<file path="config.mk">
export PLATFORM = sky130hd
export DESIGN_NAME = crport_target
export DESIGN_NICKNAME = d
export VERILOG_FILES = /design/src/rtl/crport_pkg.sv /design/src/rtl/crport_handshake.sv /design/src/rtl/crport_latch_pair.sv /design/src/rtl/crport_regbank.sv /design/src/rtl/crport_target.sv
export SDC_FILE = /design/constraint.sdc
export NUM_CORES = 1
export LEC_CHECK = 0
export BUFFER_PORTS_ARGS = -buffer_cell sky130_fd_sc_hd__clkbuf_2
export CORE_MARGIN = 5
export CORE_UTILIZATION = 55
export CTS_BUF_LIST = sky130_fd_sc_hd__clkbuf_4
export CTS_CLUSTER_SIZE = 28
export DETAILED_ROUTE_END_ITERATION = 8
export PLACE_DENSITY = 0.77
export RECOVER_POWER = 50
export SYNTH_ARGS = -nofsm -noshare
export SYNTH_HDL_FRONTEND = slang
export SYNTH_HIERARCHICAL = 1
export SYNTH_SLANG_ARGS = --single-unit
</file>
<file path="constraint.sdc">
create_clock -name clk_i -period 2 [get_ports clk_i]
set_clock_uncertainty 0.05 [all_clocks]
set_input_delay 0 -clock clk_i [delete_from_list [all_inputs] [get_ports clk_i]]
set_output_delay 0 -clock clk_i [all_outputs]
set_load 0.01 [all_outputs]
</file>
<file path="src/rtl/crport_pkg.sv">
package crport_pkg;

  localparam int CR_W = 16;
  typedef logic [CR_W-1:0] word_t;

  // Request bit order on the internal vector: {rd, wr, data, addr}
  typedef enum logic [1:0] {
    STG_ADDR = 2'd0,
    STG_DATA = 2'd1,
    STG_WR   = 2'd2,
    STG_RD   = 2'd3
  } stage_e;

  typedef enum logic [1:0] {
    HS_IDLE = 2'd0,
    HS_WAIT = 2'd1,
    HS_ACK  = 2'd2
  } hs_state_e;

  function automatic logic single_req(input logic [3:0] req);
    return (req != 4'b0000) && ((req & (req - 4'd1)) == 4'b0000);
  endfunction

  function automatic stage_e stage_of(input logic [3:0] req);
    stage_e s;
    unique case (1'b1)
      req[3]:  s = STG_RD;
      req[2]:  s = STG_WR;
      req[1]:  s = STG_DATA;
      default: s = STG_ADDR;
    endcase
    return s;
  endfunction

  function automatic logic offset_valid(input word_t ofs, input word_t max_ofs);
    return ofs <= max_ofs;
  endfunction

endpackage

</file>
<file path="src/rtl/crport_handshake.sv">
module crport_handshake
  import crport_pkg::*;
#(
  parameter int ACK_LAT = 2
) (
  input  logic       clk_i,
  input  logic       rst_ni,
  input  logic [3:0] req_i,
  output logic       ack_o,
  output logic       busy_o,
  output logic       fire_o,
  output stage_e     kind_o,
  output logic       sel_req_o
);

  localparam int CW = 3;
  localparam logic [CW-1:0] LAT_C = CW'(ACK_LAT);

  hs_state_e      state_q;
  logic [CW-1:0]  cnt_q;
  stage_e         kind_q;

  always_ff @(posedge clk_i) begin
    if (!rst_ni) begin
      state_q <= HS_IDLE;
      cnt_q   <= '0;
      kind_q  <= STG_ADDR;
    end else begin
      unique case (state_q)
        HS_IDLE: begin
          if (single_req(req_i)) begin
            state_q <= HS_WAIT;
            kind_q  <= stage_of(req_i);
            cnt_q   <= CW'(1);
          end
        end
        HS_WAIT: begin
          if (cnt_q == LAT_C) state_q <= HS_ACK;
          else                cnt_q   <= cnt_q + CW'(1);
        end
        HS_ACK: begin
          if (!req_i[kind_q]) state_q <= HS_IDLE;
        end
        default: state_q <= HS_IDLE;
      endcase
    end
  end

  assign fire_o    = (state_q == HS_WAIT) && (cnt_q == LAT_C);
  assign ack_o     = (state_q == HS_ACK);
  assign busy_o    = (state_q != HS_IDLE);
  assign kind_o    = kind_q;
  assign sel_req_o = req_i[kind_q];

endmodule

</file>
<file path="src/rtl/crport_latch_pair.sv">
module crport_latch_pair
  import crport_pkg::*;
#(
  parameter int DW = CR_W
) (
  input  logic          clk_i,
  input  logic          rst_ni,
  input  logic          fire_i,
  input  stage_e        kind_i,
  input  logic [DW-1:0] din_i,
  output logic [DW-1:0] addr_o,
  output logic [DW-1:0] data_o
);

  logic [DW-1:0] addr_q, data_q;

  always_ff @(posedge clk_i) begin
    if (!rst_ni) begin
      addr_q <= '0;
      data_q <= '0;
    end else if (fire_i) begin
      if (kind_i == STG_ADDR) addr_q <= din_i;
      if (kind_i == STG_DATA) data_q <= din_i;
    end
  end

  assign addr_o = addr_q;
  assign data_o = data_q;

endmodule

</file>
<file path="src/rtl/crport_regbank.sv">
module crport_regbank
  import crport_pkg::*;
#(
  parameter int                   DW       = CR_W,
  parameter int                   NUM_RW   = 3,
  parameter logic [DW-1:0]        MAX_OFS  = 16'h201F,
  parameter logic [DW-1:0]        ID_VALUE = 16'h3A61,
  parameter logic [NUM_RW*DW-1:0] RW_OFS   = {16'h201F, 16'h1005, 16'h0010},
  parameter logic [NUM_RW*DW-1:0] RW_RST   = {16'hA5A5, 16'h0F0F, 16'h1234}
) (
  input  logic                   clk_i,
  input  logic                   rst_ni,
  input  logic                   wr_en_i,
  input  logic [DW-1:0]          addr_i,
  input  logic [DW-1:0]          wdata_i,
  output logic [DW-1:0]          rdata_o,
  output logic [NUM_RW*DW-1:0]   regs_o
);

  logic [DW-1:0]     reg_q [NUM_RW];
  logic [NUM_RW-1:0] hit;
  logic              in_range;
  logic              id_sel;

  assign in_range = offset_valid(addr_i, MAX_OFS);
  assign id_sel   = (addr_i == '0);

  for (genvar g = 0; g < NUM_RW; g++) begin : g_reg
    assign hit[g] = in_range && !id_sel && (addr_i == RW_OFS[g*DW +: DW]);

    always_ff @(posedge clk_i) begin
      if (!rst_ni)                reg_q[g] <= RW_RST[g*DW +: DW];
      else if (wr_en_i && hit[g]) reg_q[g] <= wdata_i;
    end

    assign regs_o[g*DW +: DW] = reg_q[g];
  end

  always_comb begin
    rdata_o = id_sel ? ID_VALUE : '0;
    for (int i = 0; i < NUM_RW; i++) begin
      if (hit[i]) rdata_o = rdata_o | reg_q[i];
    end
  end

endmodule

</file>
<file path="src/rtl/crport_target.sv">
module crport_target
  import crport_pkg::*;
#(
  parameter int                   DW       = CR_W,
  parameter int                   NUM_RW   = 3,
  parameter int                   ACK_LAT  = 2,
  parameter logic [DW-1:0]        MAX_OFS  = 16'h201F,
  parameter logic [DW-1:0]        ID_VALUE = 16'h3A61,
  parameter logic [NUM_RW*DW-1:0] RW_OFS   = {16'h201F, 16'h1005, 16'h0010},
  parameter logic [NUM_RW*DW-1:0] RW_RST   = {16'hA5A5, 16'h0F0F, 16'h1234}
) (
  input  logic          clk_i,
  input  logic          rst_ni,
  input  logic [DW-1:0] din_i,
  input  logic          req_addr_i,
  input  logic          req_data_i,
  input  logic          req_wr_i,
  input  logic          req_rd_i,
  output logic [DW-1:0] dout_o,
  output logic          ack_o
);

  logic [3:0]           req_w;
  logic                 stage_fire;
  stage_e               stage_kind;
  logic                 sel_req;
  logic                 hs_busy;
  logic [DW-1:0]        addr_lat;
  logic [DW-1:0]        data_lat;
  logic [DW-1:0]        bank_rdata;
  logic [NUM_RW*DW-1:0] bank_regs;
  logic                 commit_en;
  logic [DW-1:0]        dout_q;

  assign req_w = {req_rd_i, req_wr_i, req_data_i, req_addr_i};

  crport_handshake #(.ACK_LAT(ACK_LAT)) u_hs (
    .clk_i    (clk_i),
    .rst_ni   (rst_ni),
    .req_i    (req_w),
    .ack_o    (ack_o),
    .busy_o   (hs_busy),
    .fire_o   (stage_fire),
    .kind_o   (stage_kind),
    .sel_req_o(sel_req)
  );

  crport_latch_pair #(.DW(DW)) u_lat (
    .clk_i (clk_i),
    .rst_ni(rst_ni),
    .fire_i(stage_fire),
    .kind_i(stage_kind),
    .din_i (din_i),
    .addr_o(addr_lat),
    .data_o(data_lat)
  );

  assign commit_en = stage_fire && (stage_kind == STG_WR);

  crport_regbank #(
    .DW(DW), .NUM_RW(NUM_RW), .MAX_OFS(MAX_OFS), .ID_VALUE(ID_VALUE),
    .RW_OFS(RW_OFS), .RW_RST(RW_RST)
  ) u_bank (
    .clk_i  (clk_i),
    .rst_ni (rst_ni),
    .wr_en_i(commit_en),
    .addr_i (addr_lat),
    .wdata_i(data_lat),
    .rdata_o(bank_rdata),
    .regs_o (bank_regs)
  );

  always_ff @(posedge clk_i) begin
    if (!rst_ni)                                   dout_q <= '0;
    else if (stage_fire && stage_kind == STG_RD)   dout_q <= bank_rdata;
  end

  assign dout_o = dout_q;

endmodule

</file>
==> results of run 1 <==
## state kept, by name (all words and copies together) (netlist names)
name	cells
dout_o	16
u_hs/state_q	2
u_lat/data_o	16
u_lat/addr_o	16
u_hs/cnt_q	3
u_bank/reg_q	48
u_hs/kind_o	2
## layer usage
metal / GRT usage (%) / vias up
met3: 4.573 / 13
met4: 6.054 / 0
li1: - / 1649
met5: 0 / -
met1: 26.17 / 1537
met2: 33.13 / 105
## layout make-up
cell class                      count  share of cell area, %
Inverter                           11                 0.7429
Timing Repair Buffer               95                  12.83
Clock inverter                      5                 0.5628
Multi-Input combinational cell    280                  36.20
Sequential cell                   103                  45.81
Tap cell                          105                  2.364
Clock buffer                       11                  1.486
## power groups by stage
stage	clock network, mW	registers [mW]	logic [mW]
floorplan	0	2.29	0.127
global placement	0	2.29	0.195
detailed placement	0	2.29	0.202
CTS	0.969	2.25	0.247
global route	1.04	2.25	0.293
finish	0.938	2.25	0.266
## tightest hold or removal path, cell delays in order
cell      delay [ns]
clkbuf_2        0.17
xnor2_1         0.15
nor4_1          0.10
o21ai_0         0.15
## kinds of logic after synthesis
logic type	count (synthesis)	share of synthesized area, %
AO/OA/AOI/OAI	31	5.350
flip-flops	103	54.36
multiplexers	49	10.75
AND/OR/NAND/NOR	193	23.36
buffers and inverters	35	4.708
adder cells (fa/ha/maj)	2	0.5350
XOR/XNOR	5	0.9363
## Yosys cell counts (5+ instances only)
| cell type | n | area, µm² |
|---|---|---|
| nand2_1 | 88 | 330.3 |
| dfxtp_1 | 55 | 1101 |
| edfxtp_1 | 48 | 1441 |
| mux2i_1 | 48 | 480.5 |
| and2_1 | 21 | 131.4 |
| a221o_1 | 16 | 160.2 |
| nand2b_1 | 13 | 81.33 |
| nor4_1 | 12 | 75.07 |
| inv_1 | 11 | 41.29 |
| or2b_1 | 10 | 75.07 |
| a21oi_1 | 9 | 45.04 |
| nand3_1 | 8 | 40.04 |
| clkbuf_1 | 7 | 26.28 |
| and2_2 | 6 | 45.04 |
| buf_2 | 6 | 30.03 |
| nor2_1 | 5 | 18.77 |
## metrics by stage
stage | setup slack (ns) | setup TNS (ns)
after global routing | -0.05674 | -0.2418
after detailed placement | -0.05056 | -0.3158
final | 0.03059 | 0
after CTS | -0.06375 | -0.3104
after floorplan | 0.02020 | 0
after global placement | 0.04651 | 0
## worst min-delay path by stage
| stage | startpoint | cells after the start | slack (ns) | end |
|---|---|---|---|---|
| finish | req_data_i | 4 | 0.11 | u_hs/kind_o[1] |
| global route | req_data_i | 4 | 0.10 | u_hs/kind_o[1] |
| CTS | req_data_i | 4 | 0.03 | u_hs/kind_o[1] |
| detailed placement | din_i[10] | 3 | 0.22 | u_lat/data_o[10] |
| global placement | din_i[6] | 3 | 0.21 | u_lat/data_o[6] |
| floorplan | rst_ni | 2 | 0.06 | u_hs/kind_o[1] |
## repair_timing
action	in CTS	in global routing
buffers inserted	5	3
endpoints found under the setup margin	21	50
hold buffers	22	0
resized for setup	11	13
cloned	1	0
hold endpoints to repair	36	0
pin swaps	5	5
==> impl_metrics.tcl, run 1 <==
set metrics [dict create \
    die_area_um2 10450 \
    fin_cells 610 \
    power.leakage_nw 2.073 \
    dpl.hpwl_mm 6.869 \
    seqPwrFrac_pct 65.1 \
    drv_cap 0 \
    critical_path_arrival_ns 2.12 \
    multi_input_area_um2 2012 \
    synth_area_um2 4677 \
    cp-end-kind "register" \
    status "finished clean" \
    syn_inst 418 \
    drc_errors 0 \
    p_per_area_nw_per_um2 620.9 \
    crit_slowest_cell "dfxtp_2" \
    cts_tree "built" \
    syn_nets 442 \
    cts_max_level 3 \
    wl_per_cell_um 16.26 \
    drtAntennaViolNets 0 \
    yosysWarnings 6 \
    r2r_setup_slack_ns 0.03 \
    place_congestion 0.8503 \
    rows 33 \
    layout_common_cells "nand2_1 (85), dfxtp_1 (52), mux2i_1 (48), edfxtp_1 (48), buf_4 (28)" \
    power.internal_mw 2.640 \
    min_path_type "in2reg" \
    met1Wirelength_mm 4.113 \
    r2r_end "u_bank/reg_q[1][0]" \
    crit_start "u_hs/cnt_q[0]" \
    grt_pass1_vias 3292 \
    via_count 3304 \
    cts_buffer_depth 2 \
    clk_latency_ns 0.44 \
    areaGrowthSynthToFinish_pct 18.83 \
    slew_headroom_pct 50.03 \
    antenna_found_initial 0 \
    avgSynthCellArea_um2 11.19 \
    drive_gt1_share_pct 21.98 \
    rsz0062_at_grt "true" \
    fillers 641 \
    fp.dieH_um 102.2 \
    placed_cell_area_um2 5091 \
    first_pass_iters 4 \
    top_layer_used "met4" \
    port_buffers 38 \
    fin_crit_sh_pct 98.47 \
    via_per_inst 5.416 \
    critical_path.endpoint "u_bank/reg_q[1][0]" \
    clock.fmax_mhz 507.8 \
    clockPowerShare_pct 27.2 \
    fin_util_pct 67.30 \
    grt_max_degree 68 \
    max_stage_delay_ns 0.35 \
    r2r-start "u_hs/cnt_q[0]" \
    p_sw_share_pct 23.49 \
    ff_latch_area_um2 2546 \
    dieWidth_um 102.2 \
    core_area_um2 8258 \
    wl_met3_um 780 \
    cts.sinks 103 \
    yosysSeqAreaShare_pct 54.36 \
    synth.distinct_cells 52 \
    reg2reg_depth 10 \
    routed-wl-met2_mm 4.882 \
    design_area_um2 5558 \
    setup_viol 0 \
    cts_root_buffer "clkbuf_4" \
    crit_cells 10 \
    crit_buf_inv 2 \
    clk_pin_slew_ns 0.15 \
    drt-total-wl_mm 9.916 \
    crit_chain "inv_2 > ha_4 > nand2b_4 > nor3b_4 > nand2_2 > nor2_4 > nand2_4 > nor3_4 > buf_6 > or2b_1" \
    layout_commonest_cell "nand2_1" \
    period_needed_ns 1.969 \
    finalPower_mw 3.451 \
    n_antenna_cell 0 \
    gr-total-overflow 0 \
    worstSetupPathType "reg2reg" \
    cp.required_ns 2.15 \
    start_util_pct 56.64 \
    io_pins 39 \
    async_reset_ff_share_pct 0 \
    grtUsageTotal_pct 19.96 \
    final_hold_viol_count 0 \
    cp_top_family "simple AND/OR/NAND/NOR gates" \
    peakVddDrop_v 0.0004845 \
    grt_pass1_wl_mm 16.24 \
    hold_ws_ns 0.1107 \
    synth_seq_cells 103 \
    p_switching_mw 0.8106 \
    start_kind "register" \
    synth-main-ff-cell "dfxtp_1" \
    dp.cells 564 \
    cts_buffers 9 \
    comb_power_share_pct 7.7 \
    tightest_slew_ns 0.7428 \
    layout.nets 524 \
    finalMaxSlewViolations 0 \
    critPathMaxFanout 5 \
    synth_edf_count 48 \
    drt-initial-drc-count 176 \
]
Power figures use the tool's default switching activity.
==> inputs of run 2 (changes only) <==
--- a/config.mk
+++ b/config.mk
@@ -6,6 +6,7 @@
 export NUM_CORES = 1
 export LEC_CHECK = 0
 export BUFFER_PORTS_ARGS = -buffer_cell sky130_fd_sc_hd__clkbuf_2
+export CORE_ASPECT_RATIO = 1.4
 export CORE_MARGIN = 5
 export CORE_UTILIZATION = 55
 export CTS_BUF_LIST = sky130_fd_sc_hd__clkbuf_4
==> run 2 against run 1 <==
The flow now finishes with violations (negative setup slack). Non-clock buffer count unchanged. Cell count decreased by 0.33%. Utilization is 0.82 points higher. Wire length up 1.5%. Die area grew 0.25%. Global-route usage is 0.39 points higher. Sequential share of layout area down 0.51 points. Setup slack got worse by 0.040 ns. First-iteration DRC count is 4.5% higher. Sequential power about the same. Flip-flop and latch count stayed put. Highest routed layer unchanged.
==> impl_metrics.tcl, run 2 (synthesis results as in run 1) <==
set metrics [dict create \
    cp-end-kind "register" \
    cts_root_buffer "clkbuf_4" \
    layout.nets 524 \
    wl_per_cell_um 16.56 \
    p_per_area_nw_per_um2 633.8 \
    critical_path_arrival_ns 2.18 \
    gr-total-overflow 0 \
    period_needed_ns 2.010 \
    fin_crit_sh_pct 100.5 \
    cts_max_level 3 \
    drive_gt1_share_pct 21.78 \
    drc_errors 0 \
    critPathMaxFanout 6 \
    fillers 633 \
    cts_tree "built" \
    wl_met3_um 461 \
    slew_headroom_pct 63.02 \
    rows 39 \
    final_hold_viol_count 0 \
    seqPwrFrac_pct 63.1 \
    drv_cap 0 \
    rsz0062_at_grt "true" \
    p_sw_share_pct 23.01 \
    die_area_um2 10470 \
    clockPowerShare_pct 29.7 \
    layout_common_cells "nand2_1 (85), dfxtp_1 (53), mux2i_1 (48), edfxtp_1 (48), buf_4 (26)" \
    r2r_setup_slack_ns -0.01 \
    start_util_pct 56.71 \
    grt_pass1_wl_mm 16.51 \
    min_path_type "in2reg" \
    drt-initial-drc-count 184 \
    drtAntennaViolNets 0 \
    setup_viol 1 \
    p_switching_mw 0.8195 \
    io_pins 39 \
    dpl.hpwl_mm 6.746 \
    power.internal_mw 2.741 \
    cts_buffers 9 \
    place_congestion 0.7920 \
    cts_buffer_depth 2 \
    largest_register_ffs 48 \
    violations "negative setup slack" \
    tightest_slew_ns 0.5496 \
    regMostFlops "u_bank/reg_q" \
    worstSetupPathType "reg2reg" \
    grt_pass1_vias 3453 \
    finalPower_mw 3.561 \
    port_buffers 38 \
    clk_pin_slew_ns 0.15 \
    peakVddDrop_v 0.0005472 \
    comb_power_share_pct 7.2 \
    cp.required_ns 2.17 \
    clock.fmax_mhz 497.6 \
    grtUsageTotal_pct 20.34 \
    cts.sinks 103 \
    via_count 3266 \
    hold_ws_ns 0.2905 \
    first_pass_iters 5 \
    start_kind "register" \
    grt_max_degree 82 \
    core_area_um2 8247 \
    status "finished with violations" \
    clk_latency_ns 0.46 \
    dieWidth_um 87.94 \
    layout_commonest_cell "nand2_1" \
    finalMaxSlewViolations 0 \
    met1Wirelength_mm 4.161 \
    antenna_found_initial 1 \
    routed-wl-met2_mm 5.180 \
    via_per_inst 5.372 \
    layout_setup_ws_ns -0.009767 \
    fp.dieH_um 119.1 \
    drt-total-wl_mm 10.07 \
    areaGrowthSynthToFinish_pct 20.12 \
    power.leakage_nw 2.091 \
    top_layer_used "met4" \
]
run 2: cell count changes in the layout (fill, tap and decap cells not counted), sizes merged:
| cell | previous run | this run |
|---|---|---|
| clkinvlp | 1 | 0 |
| buf | 35 | 33 |
| clkinv | 2 | 5 |
| bufinv | 0 | 1 |
| diode | 0 | 1 |
| inv | 13 | 11 |
| dlygate4sd3 | 22 | 23 |
run 2: critical path: stages (launching register included):
cell      delay [ns]
dfxtp_2         0.35
inv_2           0.06
ha_4            0.14
nand2b_4        0.06
nor3b_4         0.21
nand2_2         0.09
nor2_4          0.14
nand2_4         0.09
nor3_4          0.21
buf_6           0.15
or2b_1          0.23
run 2: final cells by class:
| type | count | area [µm²] | area share (%) |
|---|---|---|---|
| Sequential cell | 103 | 2545 | 45.30 |
| Antenna cell | 1 | 2.502 | 0.04454 |
| Clock buffer | 10 | 75.07 | 1.336 |
| Timing Repair Buffer | 95 | 733.2 | 13.05 |
| Inverter | 11 | 41.29 | 0.7350 |
| Multi-Input combinational cell | 280 | 2032 | 36.17 |
| Tap cell | 102 | 127.6 | 2.272 |
| Clock inverter | 6 | 61.31 | 1.091 |
run 2: routing by layer:
layer  GRT usage [%]  vias up
li1                -     1639
met1           24.99     1524
met2           34.29       81
met3           3.522       22
met4           9.309        0
met5               0        -
run 2: path summary, 6_finish.rpt:
check           startpoint                 end  cells after the start
max          u_hs/cnt_q[0]  u_bank/reg_q[1][1]                     10
min               din_i[5]     u_lat/data_o[5]                      4
max reg2reg  u_hs/cnt_q[0]  u_bank/reg_q[1][1]                     10
min reg2reg      dout_o[6]           dout_o[6]                      2
run 2: metrics by stage:
| step | cell area [µm²] | setup slack, ns | TNS (ns) | instances | utilization (%) |
|---|---|---|---|---|---|
| after floorplan | 4696 | 0.02020 | 0 | 418 | - |
| final | 5618 | -0.009767 | -0.009767 | 608 | 68.12 |
| after global placement | 5087 | -0.04882 | -0.2691 | 561 | 61.69 |
| after global routing | 5618 | -0.1020 | -2.808 | 608 | 68.12 |
| after CTS | 5550 | -0.08172 | -0.3816 | 608 | 67.30 |
| after detailed placement | 5087 | -0.1192 | -0.7063 | 561 | 61.69 |
run 2: power by group through the flow:
stage	Combinational, mW	Clock [mW]	Sequential [mW]
after floorplan	0.127	0	2.29
after global placement	0.194	0	2.29
after detailed placement	0.200	0	2.29
after CTS	0.244	1.08	2.25
after global routing	0.280	1.18	2.25
final	0.255	1.06	2.25
run 2: what timing repair did:
action                                  in CTS  in global routing
cloned                                       0                  1
setup buffers                                8                  2
gates resized for setup                      9                 16
endpoints found under the hold margin       39                  0
endpoints found under the setup margin      20                104
hold buffers                                23                  0
pin swaps                                    4                  5
==> inputs of run 3 (changes only) <==
--- a/config.mk
+++ b/config.mk
@@ -7,7 +7,6 @@
 export LEC_CHECK = 0
 export BUFFER_PORTS_ARGS = -buffer_cell sky130_fd_sc_hd__clkbuf_2
 export CORE_ASPECT_RATIO = 1.4
-export CORE_MARGIN = 5
 export CORE_UTILIZATION = 55
 export CTS_BUF_LIST = sky130_fd_sc_hd__clkbuf_4
 export CTS_CLUSTER_SIZE = 28
==> run 3 against run 2 <==
The run still ends with negative setup slack left. Via count down 1.7%. Worst hold slack got worse by 0.0087 ns. Total power grew 0.15%. Flip-flop and latch count stayed put. Register-to-register slack hardly changed. Global-route usage up 1.9 points. Critical path type unchanged.
==> impl_metrics.tcl, run 3 (synthesis results as in run 1) <==
set metrics [dict create \
    p_per_area_nw_per_um2 641.7 \
    clk_latency_ns 0.46 \
    period_needed_ns 2.014 \
    fin_cells 605 \
    place_congestion 0.7941 \
    grt_pass1_wl_mm 15.15 \
    gr-total-overflow 0 \
    rows 39 \
    r2r-start "u_hs/cnt_q[0]" \
    seqPwrFrac_pct 63.0 \
    r2r_setup_slack_ns -0.01 \
    dp.cells 562 \
    n_antenna_cell 0 \
    tightest_slew_ns 0.6014 \
    worstHoldStart "din_i[10]" \
    p_sw_share_pct 23.35 \
    core_area_um2 8198 \
    cts_buffer_depth 2 \
    max_stage_delay_ns 0.35 \
    start_kind "register" \
    cts_buffers 9 \
    r2r_end "u_bank/reg_q[1][9]" \
    regMostFlops "u_bank/reg_q" \
    cts_root_buffer "clkbuf_4" \
    drv_cap 0 \
    via_count 3212 \
    io_pins 39 \
    cp-end-kind "register" \
    layout.nets 522 \
    clk_pin_slew_ns 0.15 \
    cts_max_level 3 \
    crit_chain "inv_2 > ha_4 > nand2b_4 > nor3b_2 > nand2_1 > nor2_2 > nand2_2 > nor3_2 > buf_4 > or2b_1" \
    p_switching_mw 0.8325 \
    clock.fmax_mhz 496.6 \
    reg2reg_depth 10 \
    drive_gt1_share_pct 22.07 \
    min_path_type "in2reg" \
    drt-initial-drc-count 157 \
    layout_setup_ws_ns -0.01362 \
    grt_max_degree 49 \
    grtUsageTotal_pct 22.24 \
    cts.sinks 103 \
    status "finished with violations" \
    start_util_pct 57.05 \
    fin_crit_sh_pct 100.7 \
    die_area_um2 8882 \
    critical_path_arrival_ns 2.20 \
    setup_viol 3 \
    worstSetupPathType "reg2reg" \
    dpl.hpwl_mm 6.617 \
    cp.required_ns 2.18 \
    critPathMaxFanout 9 \
    first_pass_iters 4 \
    port_buffers 38 \
    slew_headroom_pct 59.91 \
    finalMaxSlewViolations 0 \
    areaGrowthSynthToFinish_pct 18.83 \
    cp_top_family "simple AND/OR/NAND/NOR gates" \
    clockPowerShare_pct 30.0 \
    drc_errors 0 \
    rsz0062_at_grt "true" \
    comb_power_share_pct 7.0 \
    whs_path_depth 4 \
    via_per_inst 5.309 \
    dieWidth_um 79.94 \
    fin_util_pct 67.80 \
    drtAntennaViolNets 0 \
    hold_ws_ns 0.2819 \
    fp.dieH_um 111.1 \
    final_hold_viol_count 0 \
    power.leakage_nw 2.069 \
    power.internal_mw 2.734 \
    wl_per_cell_um 15.27 \
    grt_pass1_vias 3226 \
    crit_slowest_cell "dfxtp_2" \
    peakVddDrop_v 0.0004044 \
    layout_commonest_cell "nand2_1" \
    largest_register_ffs 48 \
    layout_common_cells "nand2_1 (86), dfxtp_1 (53), mux2i_1 (48), edfxtp_1 (48)" \
    antenna_found_initial 0 \
    crit_buf_inv 2 \
    violations "negative setup slack" \
    drt-total-wl_mm 9.240 \
    cts_tree "built" \
    min_to "u_lat/addr_o[10]" \
]
## run 3: cell types whose count changed in the layout (fill, tap and decap cells not counted), moves of 2 or more
| cell | delta |
|---|---|
| nor4_1 | -4 |
| nor4_2 | +4 |
| buf_4 | -2 |
| inv_6 | +2 |
| nor3b_2 | +2 |
| nor3b_4 | -2 |
## run 3: per-layer routing
layer,share of wire [%],track usage [%]
met5,0,0
met4,1.4,7.143
met3,3.3,4.774
met2,52,38.80
met1,43,26.78
## run 3: power groups by stage
stage | sequential [mW] | combinational (mW) | clock (mW)
2_1_floorplan | 2.29 | 0.127 | 0
3_3_place_gp | 2.29 | 0.193 | 0
3_5_place_dp | 2.29 | 0.198 | 0
4_1_cts | 2.25 | 0.235 | 1.11
5_1_grt | 2.25 | 0.273 | 1.19
6_report | 2.25 | 0.250 | 1.07
## run 3: cell type report
type	instances	area, µm²
multi-input cells	280	2008
fillers	665	2640
clock inverters	7	71.32
well taps	102	127.6
inverters	11	41.29
repair buffers	93	696.9
flip-flops and latches	103	2545
clock buffers	9	67.56
## run 3: timing repair
action,in CTS,in global routing
hold endpoints to repair,38,0
pin swaps,0,3
gates cloned,0,0
gates resized for setup,1,17
hold buffers,24,0
endpoints found under the setup margin,6,78
setup buffers,1,2
## run 3: worst register-to-register path, delay by kind of cell (launching register included)
kind                     cells  cell delay [ns]
flip-flops                   1             0.35
buffers and inverters        2             0.25
AND/OR/NAND/NOR              7             0.99
adder cells (fa/ha/maj)      1             0.14
## run 3: how the worst max path moves through the flow
stage / cells past startpoint / slack (ns) / from / end
after CTS: 10 / -0.02 / u_hs/cnt_q[0] / u_bank/reg_q[1][9]
after detailed placement: 9 / 0.001 / u_hs/cnt_q[1] / u_bank/reg_q[1][9]
final: 10 / -0.01 / u_hs/cnt_q[0] / u_bank/reg_q[1][9]
after global routing: 10 / -0.13 / u_hs/cnt_q[0] / u_bank/reg_q[0][12]
after floorplan: 4 / 0.02 / u_lat/addr_o[11] / u_bank/reg_q[0][0]
after global placement: 10 / 0.06 / u_hs/cnt_q[0] / u_bank/reg_q[1][8]
## run 3: per-stage QoR
stage	instance area, µm²	TNS [ns]	total power [mW]	setup WS [ns]
final	5558	-0.02803	3.566	-0.01362
after global routing	5558	-3.176	3.712	-0.1286
after CTS	5483	-0.03606	3.593	-0.01537
after detailed placement	5095	0	2.489	0.001078
after global placement	5095	0	2.483	0.06478
after floorplan	4696	0	2.414	0.02020
